## config.mk

```make
export PLATFORM = sky130hd
export DESIGN_NAME = uart_iid_enc
export DESIGN_NICKNAME = d
export VERILOG_FILES = /design/src/rtl/uart_iid_pkg.sv /design/src/rtl/iid_pend_reg.sv /design/src/rtl/iid_encoder.sv /design/src/rtl/uart_iid_enc.sv
export SDC_FILE = /design/constraint.sdc
export NUM_CORES = 1
export LEC_CHECK = 0
export BUFFER_PORTS_ARGS = -buffer_cell sky130_fd_sc_hd__buf_2
export CORE_AREA = 10 10 47 49
export DETAILED_ROUTE_END_ITERATION = 16
export DIE_AREA = 0 0 57 59
export PLACE_DENSITY = 0.59
export SLEW_MARGIN = 20
export SYNTH_ARGS = -nofsm -noshare
export SYNTH_HDL_FRONTEND = slang
export SYNTH_SLANG_ARGS = --single-unit
```

## constraint.sdc

```tcl
create_clock -name clk -period 1.65 [get_ports clk]
set_input_delay 0.0825 -clock clk [delete_from_list [all_inputs] [get_ports clk]]
set_output_delay 0.0825 -clock clk [all_outputs]
set_load 0.02 [all_outputs]
```

## src/rtl/uart_iid_pkg.sv

```systemverilog
package uart_iid_pkg;
    localparam int NUM_SRC = 5;
    localparam int IIR_W   = 8;

    localparam int SRC_LS  = 0;
    localparam int SRC_RDA = 1;
    localparam int SRC_TMO = 2;
    localparam int SRC_THR = 3;
    localparam int SRC_MS  = 4;

    // identification bits [3:1] per source
    localparam logic [2:0] ID_LS  = 3'b011;
    localparam logic [2:0] ID_RDA = 3'b010;
    localparam logic [2:0] ID_TMO = 3'b110;
    localparam logic [2:0] ID_THR = 3'b001;
    localparam logic [2:0] ID_MS  = 3'b000;

    typedef struct packed {
        logic [NUM_SRC-1:0] pend;
    } pend_st_t;
endpackage

```

## src/rtl/iid_pend_reg.sv

```systemverilog
module iid_pend_reg
    import uart_iid_pkg::*;
#(
    parameter int N = NUM_SRC
) (
    input  logic         clk,
    input  logic         rst_n,
    input  logic [N-1:0] set_i,
    input  logic [N-1:0] clr_i,
    output logic [N-1:0] pend_o
);
    logic [N-1:0] pend_d, pend_q;

    always_comb begin
        // set takes precedence over clear
        pend_d = (pend_q & ~clr_i) | set_i;
    end

    always_ff @(posedge clk or negedge rst_n) begin
        if (!rst_n) pend_q <= '0;
        else        pend_q <= pend_d;
    end

    assign pend_o = pend_q;

    for (genvar i = 0; i < N; i++) begin : g_chk
        AST_SET_WINS: assert property (@(posedge clk) disable iff (!rst_n)
            set_i[i] |=> pend_q[i]);
        AST_CLR_TAKES: assert property (@(posedge clk) disable iff (!rst_n)
            (clr_i[i] && !set_i[i]) |=> !pend_q[i]);
    end
endmodule

```

## src/rtl/iid_encoder.sv

```systemverilog
module iid_encoder
    import uart_iid_pkg::*;
#(
    parameter int N = NUM_SRC,
    parameter int W = IIR_W
) (
    input  logic         clk,
    input  logic         rst_n,
    input  logic [N-1:0] pend_i,
    input  logic [N-1:0] en_i,
    input  logic         fifo_i,
    output logic [N-1:0] grant_o,
    output logic [W-1:0] iir_o,
    output logic         irq_o
);
    logic [N-1:0] live;
    logic [2:0]   id;
    logic         found;

    assign live = pend_i & en_i;

    // lowest index wins: index order is priority order
    always_comb begin
        grant_o = '0;
        found   = 1'b0;
        for (int i = 0; i < N; i++) begin
            if (!found && live[i]) begin
                grant_o[i] = 1'b1;
                found      = 1'b1;
            end
        end
    end

    always_comb begin
        id = 3'b000;
        if (grant_o[SRC_LS])       id = ID_LS;
        else if (grant_o[SRC_RDA]) id = ID_RDA;
        else if (grant_o[SRC_TMO]) id = ID_TMO;
        else if (grant_o[SRC_THR]) id = ID_THR;
        else if (grant_o[SRC_MS])  id = ID_MS;
    end

    assign irq_o = |live;
    assign iir_o = {{2{fifo_i}}, {(W-6){1'b0}}, id, ~irq_o};

    AST_GRANT_ONEHOT: assert property (@(posedge clk) disable iff (!rst_n)
        $onehot0(grant_o));
    AST_IRQ_GRANT: assert property (@(posedge clk) disable iff (!rst_n)
        irq_o == (grant_o != '0));
    for (genvar i = 0; i < N; i++) begin : g_en
        AST_GRANT_ENABLED: assert property (@(posedge clk) disable iff (!rst_n)
            grant_o[i] |-> (en_i[i] && pend_i[i]));
    end
endmodule

```

## src/rtl/uart_iid_enc.sv

```systemverilog
module uart_iid_enc
    import uart_iid_pkg::*;
(
    input  logic             clk,
    input  logic             rst_n,
    input  logic             fifo_en,
    input  logic [NUM_SRC-1:0] src_en,
    input  logic             ls_set,
    input  logic             ls_clr,
    input  logic             rx_avail,
    input  logic             rx_tmo,
    input  logic             thr_set,
    input  logic             thr_wr,
    input  logic             ms_set,
    input  logic             ms_clr,
    input  logic             iir_rd,
    output logic [IIR_W-1:0] iir_o,
    output logic             irq_o
);
    logic [NUM_SRC-1:0] set_d, clr_d, pend_q, grant;

    always_comb begin
        set_d          = '0;
        clr_d          = '0;
        set_d[SRC_LS]  = ls_set;
        clr_d[SRC_LS]  = ls_clr;
        set_d[SRC_RDA] = rx_avail;
        clr_d[SRC_RDA] = ~rx_avail;
        set_d[SRC_TMO] = rx_tmo;
        clr_d[SRC_TMO] = ~rx_tmo;
        set_d[SRC_THR] = thr_set;
        clr_d[SRC_THR] = thr_wr | (iir_rd & grant[SRC_THR]);
        set_d[SRC_MS]  = ms_set;
        clr_d[SRC_MS]  = ms_clr;
    end

    iid_pend_reg #(.N(NUM_SRC)) u_pend (
        .clk    (clk),
        .rst_n  (rst_n),
        .set_i  (set_d),
        .clr_i  (clr_d),
        .pend_o (pend_q)
    );

    iid_encoder #(.N(NUM_SRC), .W(IIR_W)) u_enc (
        .clk     (clk),
        .rst_n   (rst_n),
        .pend_i  (pend_q),
        .en_i    (src_en),
        .fifo_i  (fifo_en),
        .grant_o (grant),
        .iir_o   (iir_o),
        .irq_o   (irq_o)
    );

    AST_THR_READ_CLR: assert property (@(posedge clk) disable iff (!rst_n)
        (iir_rd && iir_o[3:0] == 4'b0010 && !thr_set) |=> !pend_q[SRC_THR]);
    AST_RX_FOLLOW: assert property (@(posedge clk) disable iff (!rst_n)
        pend_q[SRC_RDA] == $past(rx_avail));
    AST_MID_ZERO: assert property (@(posedge clk) disable iff (!rst_n)
        iir_o[5:4] == 2'b00);
endmodule

```

==> results of run 1 <==
==> critical path: stages, from the launching register on <==
cell and delay (ns):
dfrtp_1 0.37, a222oi_1 0.33, buf_4 0.17, inv_1 0.04, o21ai_0 0.14, buf_2 0.18
==> final cells by class <==
type / instances / area, um^2
clock buffer: 4 / 26.3
fill: 160 / 988
inverter: 5 / 18.8
multi-input combinational: 15 / 85.1
sequential: 5 / 125
tap: 16 / 20.0
timing repair buffer: 24 / 138
==> layer usage <==
metal	vias to the layer above	wire [um]
met2	20	291
met3	0	151
met5	-	0
met4	0	0
met1	116	301
li1	138	-
==> power groups by stage <==
stage / combinational [mW] / sequential (mW) / clock (mW)
floorplan: 0.0463 / 0.136 / 0
global placement: 0.0654 / 0.137 / 0
detailed placement: 0.0671 / 0.137 / 0
CTS: 0.0724 / 0.135 / 0.152
global route: 0.0835 / 0.136 / 0.164
finish: 0.0742 / 0.135 / 0.144
==> path summary, 6_finish.rpt <==
kind	end	startpoint	slack, ns
worst max-delay path	iir_o[1]	u_pend.pend_o[2]$_DFF_PN0_	0.09
max in group asynchronous	u_pend.pend_o[3]$_DFF_PN0_	rst_n	1.34
min in group asynchronous	u_pend.pend_o[2]$_DFF_PN0_	rst_n	0.18
worst min register to register	u_pend.pend_o[4]$_DFF_PN0_	u_pend.pend_o[4]$_DFF_PN0_	0.48
worst min-delay path	u_pend.pend_o[4]$_DFF_PN0_	ms_set	0.01
worst max register to register	u_pend.pend_o[3]$_DFF_PN0_	u_pend.pend_o[2]$_DFF_PN0_	0.38
==> cell usage after synthesis <==
cell,number
a31o_1,1
clkbuf_1,2
inv_1,5
a21o_1,2
nand2_1,4
a22oi_1,1
conb_1,1
nor2b_1,1
buf_4,4
a222oi_1,1
dfrtp_1,5
o21ai_0,1
nand3_1,2
==> cell families (layout without fill, tap and decap cells) <==
logic type      count (synthesis)  after routing
buf+inv                        11             33
simple gates                    7              7
compound gates                  6              6
flops                           5              5
other cells                     1              2
==> repair_timing <==
action / CTS / global route
pin swaps: 1 / 1
buffers inserted: 0 / 1
hold buffers: 3 / 0
endpoints found under the hold margin: 7 / 0
setup endpoints to repair: 1 / 2
cloned: 0 / 0
==> through the flow <==
stage	std cells	cell area (um^2)	setup WS [ns]	power (mW)	utilization, %
finish	69	413	0.0873	0.354	29.5
global placement	61	349	0.344	0.203	24.9
global route	69	413	-0.0296	0.384	29.5
detailed placement	61	349	0.266	0.204	24.9
CTS	68	405	0.0165	0.360	28.9
floorplan	31	267	0.0499	0.182	-
==> results_dict.tcl, run 1 <==
set metrics [dict create \
    die_h_um 59 \
    synth_compound_area_share_pct 17.6 \
    layout_common_cells "buf_2, inv_1, dfrtp_1" \
    via_per_inst 3.97 \
    period_share_pct 94.7 \
    min_path_cells 2 \
    wl_per_cell_um 10.8 \
    n_antenna_cell 0 \
    hold_viol 0 \
    synthXorXnorAreaFrac_pct 0 \
    yosys.area_share.simple_pct 11.9 \
    ys_types 13 \
    p_int_mw 0.258 \
    grt_pass1_vias 289 \
    met3_usage_pct 6.22 \
    hp-class "in -> reg" \
    nets 71 \
    cts_tree "done" \
    swShare_pct 27.0 \
    drive_gt1_share_pct 45.3 \
    largest_reg_flops 5 \
    powerDensity_nw_per_um2 857 \
    place.gp.congestion 0.670 \
    core_um2 1400 \
    numClockSinks 5 \
    p_seq_share_pct 38.3 \
    port_buffers 20 \
    worstPathArrival_ns 1.48 \
    power.leakage_nw 0.238 \
    yosysTopAreaCellShare_pct 47.6 \
    status "completed" \
    die_w_um 57 \
    dr.pass1.iters 4 \
    met1_usage_pct 4.83 \
    detailroute.via_count 274 \
    area_growth_pct 57.1 \
    ys_ff_latch 5 \
    synthCells 30 \
    met2_usage_pct 6.05 \
    drtIter0Drc 8 \
    worst_setup_path_end_kind "output pin" \
    slew_viol_final 0 \
    root_buffer "clkbuf_4" \
    grt_max_degree 6 \
    maxCapViolations 0 \
    cts_resized 0 \
    io_pins 26 \
    clk_pin_slew_ns 0.04 \
    setup_tns_ns 0 \
    drc 0 \
    grt_pass1_wl_um 1240 \
    skew_ns 0.000437 \
    fmax_mhz 640 \
    synth_mux_area_share_pct 0 \
    htree_num_levels 1 \
    synth_area_leaders "dfrtp_1, buf_4, inv_1" \
    synth_fa_ha_area_share_pct 0 \
    syn_area_um2 263 \
    crit_fanout 3 \
    p_clk_share_pct 40.7 \
    peakVddDrop_mv 0.287 \
    fp-row-count 14 \
    crit_required_ns 1.57 \
    grt_overflow_total 0 \
    avgSynthCellArea_um2 8.76 \
    power_switching_mw 0.0956 \
    ys_seq_area_share_pct 47.6 \
    worstSetupStartpointType "flip-flop" \
    ys_warn_count 0 \
    die_area_um2 3360 \
    grt.total_usage_pct 4.96 \
    combPwrFrac_pct 21.0 \
    synth_top_family_by_area "buffers and inverters" \
    numCtsBuffers 3 \
    top_usage_layer "met3" \
    worst_r2r_path_depth 4 \
    period_needed_ns 1.56 \
    criticalPathCategory "reg -> out" \
    routed_wl_um 744 \
    start_util_pct 18.8 \
    ant_nets 0 \
    antenna_found_initial 0 \
    yosysTopAreaCell "dfrtp_1" \
    dpl.hpwl_um 660 \
    clk_latency_ns 0.24 \
    finalSetupViolCount 0 \
    holdWs_ns 0.0134 \
    final_common_cell "buf_2" \
    clk_path_buf_depth 2 \
]
Power figures use the tool's default switching activity.
==> run 2, diff against run 1 <==
--- a/config.mk
+++ b/config.mk
@@ -6,10 +6,12 @@
 export NUM_CORES = 1
 export LEC_CHECK = 0
 export BUFFER_PORTS_ARGS = -buffer_cell sky130_fd_sc_hd__buf_2
-export CORE_AREA = 10 10 47 49
+export CELL_PAD_IN_SITES_DETAIL_PLACEMENT = 1
+export CELL_PAD_IN_SITES_GLOBAL_PLACEMENT = 1
+export CORE_MARGIN = 10
+export CORE_UTILIZATION = 20
 export DETAILED_ROUTE_END_ITERATION = 16
-export DIE_AREA = 0 0 57 59
-export PLACE_DENSITY = 0.59
+export PLACE_DENSITY = 0.8
 export SLEW_MARGIN = 20
 export SYNTH_ARGS = -nofsm -noshare
 export SYNTH_HDL_FRONTEND = slang
==> run 2 against run 1 <==
  * Setup slack better by 0.053 ns
  * Hold slack better by 0.0069 ns
  * Non-clock buffer count is 2 higher
  * Cell count is 1.4% higher
  * Clock power is 3% lower
  * Combinational power is 12% higher
  * Clock skew is 0.0055 ns higher
  * Via count is 0.73% higher
  * Largest cell class unchanged
==> results_dict.tcl, run 2 (synthesized netlist as in run 1, its figures left out) <==
set metrics [dict create \
    antenna_found_initial 0 \
    grt.total_usage_pct 5.64 \
    cp_slowest_cell "dfrtp_1" \
    worst_setup_path_end_kind "output pin" \
    dpl.hpwl_um 742 \
    largest_reg_flops 5 \
    criticalPathCategory "reg -> out" \
    top_usage_layer "met2" \
    hp-class "in -> reg" \
    die_h_um 56.2 \
    clk_pin_slew_ns 0.05 \
    die_area_um2 3160 \
    min_path_cells 2 \
    io_pins 26 \
    path_buf_inv 3 \
    met1_usage_pct 4.63 \
    fmax_mhz 662 \
    maxCapViolations 0 \
    setup_tns_ns 0 \
    crit_required_ns 1.57 \
    worstPathArrival_ns 1.43 \
    area_growth_pct 63.3 \
    num-fill-cells 171 \
    worstSetupStartpointType "flip-flop" \
    port_buffers 20 \
    detailroute.via_count 276 \
    crit_path_frequent_cell "buf_4" \
    holdWs_ns 0.0203 \
    post-route-cell-area_um2 429 \
    htree_num_levels 1 \
    clk_path_buf_depth 2 \
    max_stage_delay_ns 0.37 \
    start_util_pct 20.7 \
    n_antenna_cell 0 \
    met3_usage_pct 3.65 \
    met2_usage_pct 9.83 \
    die_w_um 56.2 \
    core_um2 1270 \
    grt_pass1_wl_um 1380 \
    power.leakage_nw 0.248 \
    critical_path_cell_count 5 \
    place_ws_ns 0.219 \
    rsz0062_at_grt "no" \
    dr.pass1.iters 4 \
    finalSetupViolCount 0 \
    drtIter0Drc 4 \
    grt_overflow_total 0 \
    timing.final.ws_setup_ns 0.140 \
    layout_common_cells "buf_2, inv_1, dfrtp_1" \
    routed_wl_um 856 \
    drc 0 \
    powerDensity_nw_per_um2 833 \
    crit_fanout 3 \
    grt_max_degree 6 \
    drive_gt1_share_pct 47.3 \
    period_share_pct 91.5 \
    numClockSinks 5 \
    period_needed_ns 1.51 \
    nets 73 \
    peakVddDrop_mv 0.335 \
    worst_r2r_path_depth 6 \
    crit_chain "a222oi_1 > buf_4 > inv_1 > o21ai_1 > buf_4" \
    slew_viol_final 0 \
    wl_per_cell_um 12.2 \
    via_per_inst 3.94 \
    cts_tree "done" \
    placedInstanceArea_um2 348 \
    place.gp.congestion 0.619 \
    clk_latency_ns 0.24 \
    cp_top_family "compound AO/OA/AOI/OAI gates" \
    skew_ns 0.00598 \
    fp-row-count 13 \
    grt_pass1_vias 331 \
    root_buffer "clkbuf_4" \
    numCtsBuffers 3 \
    final_util_pct 33.8 \
    hold_viol 0 \
    status "completed" \
    final_common_cell "buf_2" \
    ant_nets 0 \
]
run 2: cell count changes in the layout (fill, tap and decap cells not counted), sizes merged:
| cell | delta |
|---|---|
| buf | +2 |
run 2: final cells by class:
cell class	instances	area [um^2]	share of cell area (%)
well taps	15	18.8	4.37
multi-input cells	15	85.1	19.8
inverters	5	18.8	4.37
repair buffers	26	155	36.2
clock buffers	4	26.3	6.12
flip-flops and latches	5	125	29.2
run 2: repair_timing:
action,CTS,global route
endpoints found under the hold margin,7,0
buffers inserted,2,1
pin swaps,1,1
hold buffers,3,0
gates resized for setup,0,2
setup endpoints to repair,1,1
run 2: final timing paths:
path | endpoint | startpoint | slack [ns]
setup / recovery | iir_o[1] | u_pend.pend_o[2]$_DFF_PN0_ | 0.14
hold / removal | u_pend.pend_o[4]$_DFF_PN0_ | ms_set | 0.02
setup reg to reg | u_pend.pend_o[3]$_DFF_PN0_ | u_pend.pend_o[2]$_DFF_PN0_ | 0.21
hold reg to reg | u_pend.pend_o[4]$_DFF_PN0_ | u_pend.pend_o[4]$_DFF_PN0_ | 0.48
max in group asynchronous | u_pend.pend_o[0]$_DFF_PN0_ | rst_n | 1.31
min in group asynchronous | u_pend.pend_o[3]$_DFF_PN0_ | rst_n | 0.20
run 2: per-stage QoR:
step | power [mW] | instances
2_1_floorplan | 0.182 | 31
3_3_place_gp | 0.203 | 60
3_5_place_dp | 0.206 | 60
4_1_cts | 0.361 | 69
5_1_grt | 0.383 | 70
6_report | 0.357 | 70
run 2: where the power goes:
| part | switching [mW] | total [mW] | leakage (nW) | internal [mW] |
|---|---|---|---|---|
| Clock | 0.0476 | 0.139 | 0.0150 | 0.0913 |
| Sequential | 0.00489 | 0.136 | 0.0557 | 0.131 |
| Combinational | 0.0404 | 0.0828 | 0.178 | 0.0424 |
run 2: metal layers:
metal	vias to the layer above	wire length, um
met5	-	0
met4	0	0
met3	0	74
met2	11	498
met1	127	283
li1	138	-
run 2: worst reg2reg max path, stage by stage, from the launching register on:
cell      delay (ns)
dfrtp_1         0.37
a222oi_1        0.32
buf_4           0.17
buf_4           0.09
buf_4           0.09
nand3_1         0.07
a31o_1          0.22
==> run 3, diff against run 2 <==
--- a/config.mk
+++ b/config.mk
@@ -12,6 +12,7 @@
 export CORE_UTILIZATION = 20
 export DETAILED_ROUTE_END_ITERATION = 16
 export PLACE_DENSITY = 0.8
+export REMOVE_ABC_BUFFERS = 1
 export SLEW_MARGIN = 20
 export SYNTH_ARGS = -nofsm -noshare
 export SYNTH_HDL_FRONTEND = slang
==> run 3 against run 2 <==
  * Hold slack hardly changed
  * Count of clock-buffer cells in the layout unchanged
  * Via count grew 1.8%
  * Utilization shrank 0.59 points
  * Combinational power is 3.5% lower
  * Critical path depth decreased by 1
  * Non-clock buffer count fell by 1
  * Flip-flop and latch count unchanged
  * First-iteration DRC count is 100% higher
  * Critical path type unchanged
  * Critical endpoint unchanged
  * Largest cell class unchanged
  * Highest routed layer unchanged
==> results_dict.tcl, run 3 (synthesized netlist as in run 1, its figures left out) <==
set metrics [dict create \
    final_common_cell "buf_2" \
    worstSetupStartpointType "flip-flop" \
    grt.total_usage_pct 5.84 \
    grt_max_degree 6 \
    r2r-start "u_pend.pend_o[2]$_DFF_PN0_" \
    drtIter0Drc 8 \
    die_h_um 56.2 \
    area_growth_pct 60.5 \
    max_stage_delay_ns 0.45 \
    wl_per_cell_um 12.1 \
    grt_pass1_vias 324 \
    routed_wl_um 838 \
    hold_start "ls_set" \
    core_um2 1270 \
    largest_reg_flops 5 \
    slew_viol_final 0 \
    io_pins 26 \
    numCtsBuffers 3 \
    status "completed" \
    nets 72 \
    crit_chain "a222oi_1 > inv_1 > o21ai_1 > buf_4" \
    crit_required_ns 1.57 \
    start_util_pct 20.7 \
    p_total_mw 0.358 \
    crit_fanout 3 \
    ff2ff_setup_slack_ns 0.24 \
    grt_overflow_total 0 \
    setup_tns_ns 0 \
    root_buffer "clkbuf_4" \
    num-fill-cells 157 \
    drive_gt1_share_pct 46.3 \
    worst_setup_path_end_kind "output pin" \
    powerDensity_nw_per_um2 848 \
    skew_ns 0.0000768 \
    place.gp.congestion 0.600 \
    numClockSinks 5 \
    clk_pin_slew_ns 0.04 \
    port_buffers 20 \
    period_needed_ns 1.55 \
    dpl.hpwl_um 727 \
    fp-row-count 13 \
    cp_slowest_cell "a222oi_1" \
    fmax_mhz 643 \
    cts_tree "done" \
    htree_num_levels 1 \
    n_antenna_cell 0 \
    antenna_found_initial 0 \
    dr.pass1.iters 4 \
    multiInputGateArea_um2 85.1 \
    grt_pass1_wl_um 1440 \
    drc 0 \
    finalSetupViolCount 0 \
    die_w_um 56.2 \
    regArea_um2 125 \
    peakVddDrop_mv 0.294 \
    detailroute.via_count 281 \
    via_per_inst 4.07 \
    rsz0062_at_grt "no" \
    power.leakage_nw 0.243 \
    layout_common_cells "buf_2, inv_1, dfrtp_1" \
    maxCapViolations 0 \
    die_area_um2 3160 \
    clk_path_buf_depth 2 \
    hold_viol 0 \
    clk_latency_ns 0.24 \
    hp-class "in -> reg" \
    criticalPathCategory "reg -> out" \
    period_share_pct 94.2 \
    startpoint "u_pend.pend_o[2]$_DFF_PN0_" \
    worstPathArrival_ns 1.47 \
    ant_nets 0 \
]
[run 3: changes by cell type in the layout (fill, tap and decap cells not counted)]
cell / before / now
buf_4: 4 / 3
[run 3: layout make-up]
class                   count  share of cell area (%)
flip-flops and latches      5                    29.7
inverters                   5                    4.45
clock buffers               4                    6.23
multi-input cells          15                    20.2
repair buffers             25                    35.0
well taps                  15                    4.45
[run 3: path summary, 6_finish.rpt]
path	endpoint	depth (start not counted)
worst max-delay path	iir_o[1]	4
worst min-delay path	u_pend.pend_o[0]$_DFF_PN0_	2
worst max register to register	u_pend.pend_o[3]$_DFF_PN0_	4
worst min register to register	u_pend.pend_o[4]$_DFF_PN0_	1
max in group asynchronous	u_pend.pend_o[3]$_DFF_PN0_	2
min in group asynchronous	u_pend.pend_o[4]$_DFF_PN0_	2
[run 3: power by group]
group | switching, mW | leakage, nW | total (mW) | internal (mW)
logic | 0.0401 | 0.172 | 0.0799 | 0.0398
registers | 0.00511 | 0.0557 | 0.136 | 0.131
clock network | 0.0504 | 0.0150 | 0.142 | 0.0914
total | 0.0956 | 0.243 | 0.358 | 0.262
[run 3: metal layers]
metal	track usage, %	vias to the layer above	routed length, um
met5	0	-	0
met4	4.12	0	0
met3	4.11	0	105
met2	8.87	19	440
met1	5.42	126	293
li1	-	136	-
[run 3: repair_timing]
action | in CTS | in global routing
endpoints found under the hold margin | 7 | 0
gates resized for setup | 0 | 2
endpoints found under the setup margin | 0 | 2
setup buffers | 0 | 2
hold buffers | 3 | 0
[run 3: worst max-delay path, delay by kind of cell, from the launching register on]
kind	cells	cell delay [ns]
compound gates	2	0.60
flops	1	0.37
buf+inv	2	0.26
[run 3: stage by stage]
step | cell area (um^2) | setup slack (ns) | std cells | utilization [%] | hold slack [ns]
floorplan | 229 | 0.0499 | 25 | - | -0.213
global placement | 348 | 0.330 | 60 | 27.4 | -0.0995
detailed placement | 348 | 0.286 | 60 | 27.4 | -0.0993
CTS | 404 | 0.0118 | 67 | 31.9 | 0.00337
global route | 422 | 0.00614 | 69 | 33.2 | 0.0175
finish | 422 | 0.0951 | 69 | 33.2 | 0.0206
